`config.mk`:
```
export PLATFORM = sky130hd
export DESIGN_NAME = udfe_top
export DESIGN_NICKNAME = d
export VERILOG_FILES = /design/src/rtl/udfe_pkg.sv /design/src/rtl/udfe_slicer.sv /design/src/rtl/udfe_decide.sv /design/src/rtl/udfe_top.sv
export SDC_FILE = /design/constraint.sdc
export NUM_CORES = 1
export LEC_CHECK = 0
export CORE_ASPECT_RATIO = 1.1
export CORE_MARGIN = 5
export CORE_UTILIZATION = 40
export CTS_BUF_LIST = sky130_fd_sc_hd__clkbuf_8
export DETAILED_ROUTE_END_ITERATION = 10
export PLACE_DENSITY = 0.71
export SKIP_LAST_GASP = 1
export SYNTH_ARGS = -nofsm -noshare
export SYNTH_HDL_FRONTEND = slang
export SYNTH_SLANG_ARGS = --single-unit
export TNS_END_PERCENT = 5
```
`constraint.sdc`:
```
create_clock -name clk -period 2.25 [get_ports clk]
set_clock_uncertainty 0.1 [all_clocks]
set_input_delay 0.3375 -clock clk [delete_from_list [all_inputs] [get_ports clk]]
set_output_delay 0.3375 -clock clk [all_outputs]
set_load 0.1 [all_outputs]
```
`src/rtl/udfe_pkg.sv`:
```
package udfe_pkg;

    typedef enum logic [0:0] {
        ST_SEED  = 1'b0,
        ST_TRACK = 1'b1
    } udfe_state_e;

endpackage

```
`src/rtl/udfe_slicer.sv`:
```
module udfe_slicer #(
    parameter int SW    = 8,
    parameter int HW    = 7,
    parameter bit UPPER = 1'b1
) (
    input  logic signed [SW-1:0] sample,
    input  logic        [HW-1:0] h1,
    output logic                 decide
);

    localparam int EW     = ((SW > HW + 1) ? SW : HW + 1) + 1;
    localparam int TMAX_I = (1 << (SW - 1)) - 1;
    localparam int TMIN_I = -(1 << (SW - 1));
    localparam logic signed [EW-1:0] TMAX = EW'(TMAX_I);
    localparam logic signed [EW-1:0] TMIN = EW'(TMIN_I);

    logic signed [EW-1:0] s_ext;
    logic signed [EW-1:0] mag;
    logic signed [EW-1:0] thr_raw;
    logic signed [EW-1:0] thr;

    assign s_ext = {{(EW - SW){sample[SW-1]}}, sample};
    assign mag   = {{(EW - HW){1'b0}}, h1};

    generate
        if (UPPER) begin : g_up
            assign thr_raw = mag;
        end else begin : g_dn
            assign thr_raw = -mag;
        end
    endgenerate

    always_comb begin
        if (thr_raw > TMAX) begin
            thr = TMAX;
        end else if (thr_raw < TMIN) begin
            thr = TMIN;
        end else begin
            thr = thr_raw;
        end
    end

    assign decide = (s_ext >= thr);

endmodule

```
`src/rtl/udfe_decide.sv`:
```
module udfe_decide
    import udfe_pkg::*;
(
    input  logic clk,
    input  logic rst_n,
    input  logic in_vld,
    input  logic dec_hi,
    input  logic dec_lo,
    output logic out_bit,
    output logic out_vld
);

    udfe_state_e state_q;
    udfe_state_e state_d;
    logic        pick;

    always_comb begin
        state_d = state_q;
        unique case (state_q)
            ST_SEED:  state_d = in_vld ? ST_TRACK : ST_SEED;
            ST_TRACK: state_d = ST_TRACK;
            default:  state_d = ST_SEED;
        endcase
    end

    always_ff @(posedge clk or negedge rst_n) begin
        if (!rst_n) begin
            state_q <= ST_SEED;
        end else begin
            state_q <= state_d;
        end
    end

    always_comb begin
        pick = dec_lo;
        unique case (state_q)
            ST_SEED:  pick = dec_lo;
            ST_TRACK: pick = out_bit ? dec_hi : dec_lo;
            default:  pick = dec_lo;
        endcase
    end

    always_ff @(posedge clk or negedge rst_n) begin
        if (!rst_n) begin
            out_bit <= 1'b0;
            out_vld <= 1'b0;
        end else begin
            out_vld <= in_vld;
            if (in_vld) begin
                out_bit <= pick;
            end
        end
    end

endmodule

```
`src/rtl/udfe_top.sv`:
```
module udfe_top #(
    parameter int SW = 8,
    parameter int HW = 7
) (
    input  logic                 clk,
    input  logic                 rst_n,
    input  logic                 in_vld,
    input  logic signed [SW-1:0] sample,
    input  logic        [HW-1:0] h1,
    output logic                 out_bit,
    output logic                 out_vld
);

    logic w_hi;
    logic w_lo;

    udfe_slicer #(.SW(SW), .HW(HW), .UPPER(1'b1)) u_hi (
        .sample (sample),
        .h1     (h1),
        .decide (w_hi)
    );

    udfe_slicer #(.SW(SW), .HW(HW), .UPPER(1'b0)) u_lo (
        .sample (sample),
        .h1     (h1),
        .decide (w_lo)
    );

    udfe_decide u_dec (
        .clk     (clk),
        .rst_n   (rst_n),
        .in_vld  (in_vld),
        .dec_hi  (w_hi),
        .dec_lo  (w_lo),
        .out_bit (out_bit),
        .out_vld (out_vld)
    );

endmodule

```
==> run summary <==
• number of design rule violations left after detail routing: 0
• DRT Wirelength: 1.79 mm
• Net Count, Synth: 113
• Longest Clk Path Bufs: 2
• cell with the most instances after synthesis: ha_1
• Detail Placement HPWL: 1.54 mm
• initial antenna violation count: 0
• via total after detailed routing: 718
• sort of element at the end of the critical path: flip-flop
• element type at the critical path start: input port
• fraction of the yosys area taken by sequential cells: 0.119
• Setup violations, final: 1
• Clk Latency, worst-skew pair: 0.21 ns
• clock net sink count: 3
• overflow left after global routing: 0
• Net count, final: 158
• worst slack, placed: -1.06 ns
• arrival time reported for the critical path endpoint: 2.46 ns
• most instantiated cells after synthesis: 17 x ha_1, 12 x inv_1, 6 x nor2_1
• async set-reset flop share out of synthesis: 1.00
• first-pass GRT wire length: 2.94 mm
• number of max-cap violations: 0
• violation count after the first detailed-routing iteration: 1
• hold bufs inserted after CTS: 0
• number of hold violations in the final report: 0
• first-pass iteration count of the detailed router: 2
• fin worst setup slack: -0.231 ns
• slew at the pin closest to its max-slew limit: 0.328 ns
• TritonCTS Buffers: 3
• cell taking the most area after synthesis: ha_1
• maximum frequency from static timing analysis: 403 MHz
• Cells after Synth: 78
• power per cell area: 379 nW/um^2
• routed length per instance: 12.9 um
• post-synthesis register bit count: 3
• portion of total power attributed to the clock network: 0.360
• Hold Crit Class: in -> async
• number of levels the H-tree was split into: 1
• horizontal die dimension: 47.9 um
• unrepaired setup endpoints after global routing: yes
• layout-stage area growth over the synthesis result: 76.6%
• setup tns final: -0.231 ns
• VDD IR-drop max: 0.294 mV
• number of global-route vias before repair: 745
• flip-flop cell with the highest count after synthesis: dfrtp_1
• overall routing resource usage: 0.165
• average cell area after synthesis: 8.10 um^2
• port buffer count: 19
• maximum number of pins on one net before global-route repair: 7
• share of the synthesized area in the top cell type: 0.337
• Required @ worst endpoint: 2.23 ns
• vias per inst: 5.17
• count of flip-flops with a built-in enable after synthesis: 0
• shortest period the worst path allows: 2.48 ns
• Netlist cell types: 32
• clock transition at the register clock pins on the worst setup and hold paths after CTS: 0.03 ns
• effective utilization at floorplan: 0.411
• headroom to the max-slew limit: 0.779
• switching part of the total power: 0.345
• top cells by area, synth: ha_1 34%, dfrtp_1 12%, inv_1 7.1%
• IO Pins: 20
• final antenna-violating net count: 0
• final max-slew violation count: 0
• floorplan core area: 1540 um^2
• Leakage Power: 0.564 nW
• internal power summed over all cells: 0.000277 W
• number of warning messages in the yosys log: 0
• violations in the final reports: negative setup slack
• clock tree root buffer cell: clkbuf_8
• power share of the sequential group: 0.146
• Switching Power: 0.000146 W
• combinational fraction of design power: 0.493
• fraction of layout cells with a size suffix above 1: 0.393
• Site Rows: 15
• Antenna diodes: 0
• last weighted congestion value of the routability-driven placer: 0.785
• Die Height: 51.7 um
• fraction of the cycle the final worst path needs: 1.10
• clock tree from TritonCTS: built
• Mapped Area: 632 um^2
• biggest fanout along the worst timing path: 3
• result of the run: complete, but fails checks
• Die Area: 2480 um^2
• category of the critical setup timing path: in -> reg
worst paths after layout:
path                          startpoint             to  slack [ns]  cells past startpoint
setup / recovery                   h1[1]  u_dec.out_bit       -0.23                     11
hold / removal                     rst_n  u_dec.out_bit        0.21                      1
setup reg to reg           u_dec.state_q  u_dec.out_bit        1.18                      3
hold reg to reg            u_dec.state_q  u_dec.state_q        0.40                      1
max in group asynchronous          rst_n  u_dec.out_vld        1.69                      1
min in group clk           u_dec.state_q  u_dec.state_q        0.40                      1
through the flow:
step	hold WS (ns)	instances	util	area [um^2]	total power [W]
after global placement	0.389	133	0.663	1020	0.000257
after floorplan	-0.0581	78	-	669	0.000172
after detailed placement	0.392	133	0.663	1020	0.000263
after CTS	0.206	140	0.720	1110	0.000426
final	0.210	139	0.725	1120	0.000423
after global routing	0.218	139	0.725	1120	0.000455
cells in the final DEF, fill, tap and decap left out, types with 2 or more instances in the layout:
cell type        Yosys  final
clkdlybuf4s50_1      0     12
nand2_1              5      5
xnor2_1              2      2
o211ai_1             2      2
ha_1                17     16
nor2_1               6      4
clkbuf_2             0      2
o21ai_0              5      4
clkbuf_8             0      3
buf_4                0     24
dfrtp_1              3      3
inv_1               12     11
routing by layer:
metal  vias to the layer above  GRT usage  wire length (um)
met3                         2     0.0381               106
met1                       320      0.174               711
met5                         -          0                 0
met4                         0     0.0673                13
li1                        378          -                 -
met2                        18      0.297               957
flip-flops by register name (all words and copies together) (netlist names):
signal,flops
u_dec.out_bit,1
u_dec.state_q,1
u_dec.out_vld,1
critical path: stages:
cell and delay [ns]:
buf_12 0.11, inv_12 0.04, ha_4 0.11, or4b_4 0.49, nor3_4 0.20, o21ai_2 0.10, ha_1 0.31, a21o_1 0.16
a221o_2 0.38, a21oi_2 0.13, o22ai_1 0.09
logic make-up after synthesis:
kind of cell	share of synthesized area
AOI/OAI and AO/OA	0.242
buffers and inverters	0.0772
and+or+nand+nor	0.198
DFF	0.119
adders and majority gates	0.337
xor gates and xnor gates	0.0277
power groups by stage:
stage	registers, W	clock network [W]	logic (W)
floorplan	0.0000953	0	0.0000770
global placement	0.0000620	0	0.000195
detailed placement	0.0000623	0	0.000201
CTS	0.0000618	0.000157	0.000207
global route	0.0000621	0.000163	0.000230
finish	0.0000620	0.000153	0.000209
repair_timing:
| action | CTS | global route |
|---|---|---|
| resized for setup | 17 | 13 |
| setup endpoints to repair | 1 | 1 |
| pin swaps | 8 | 9 |
| buffers inserted | 3 | 0 |
layout make-up:
cell class	instances	area (um^2)
Sequential cell	3	75.1
Clock buffer	3	41.3
Clock inverter	1	3.75
Tap cell	17	21.3
Inverter	12	65.1
Timing Repair Buffer	41	352
Fill cell	130	423
Multi-Input combinational cell	62	558
Note: power is estimated with default switching activity, not from simulation.
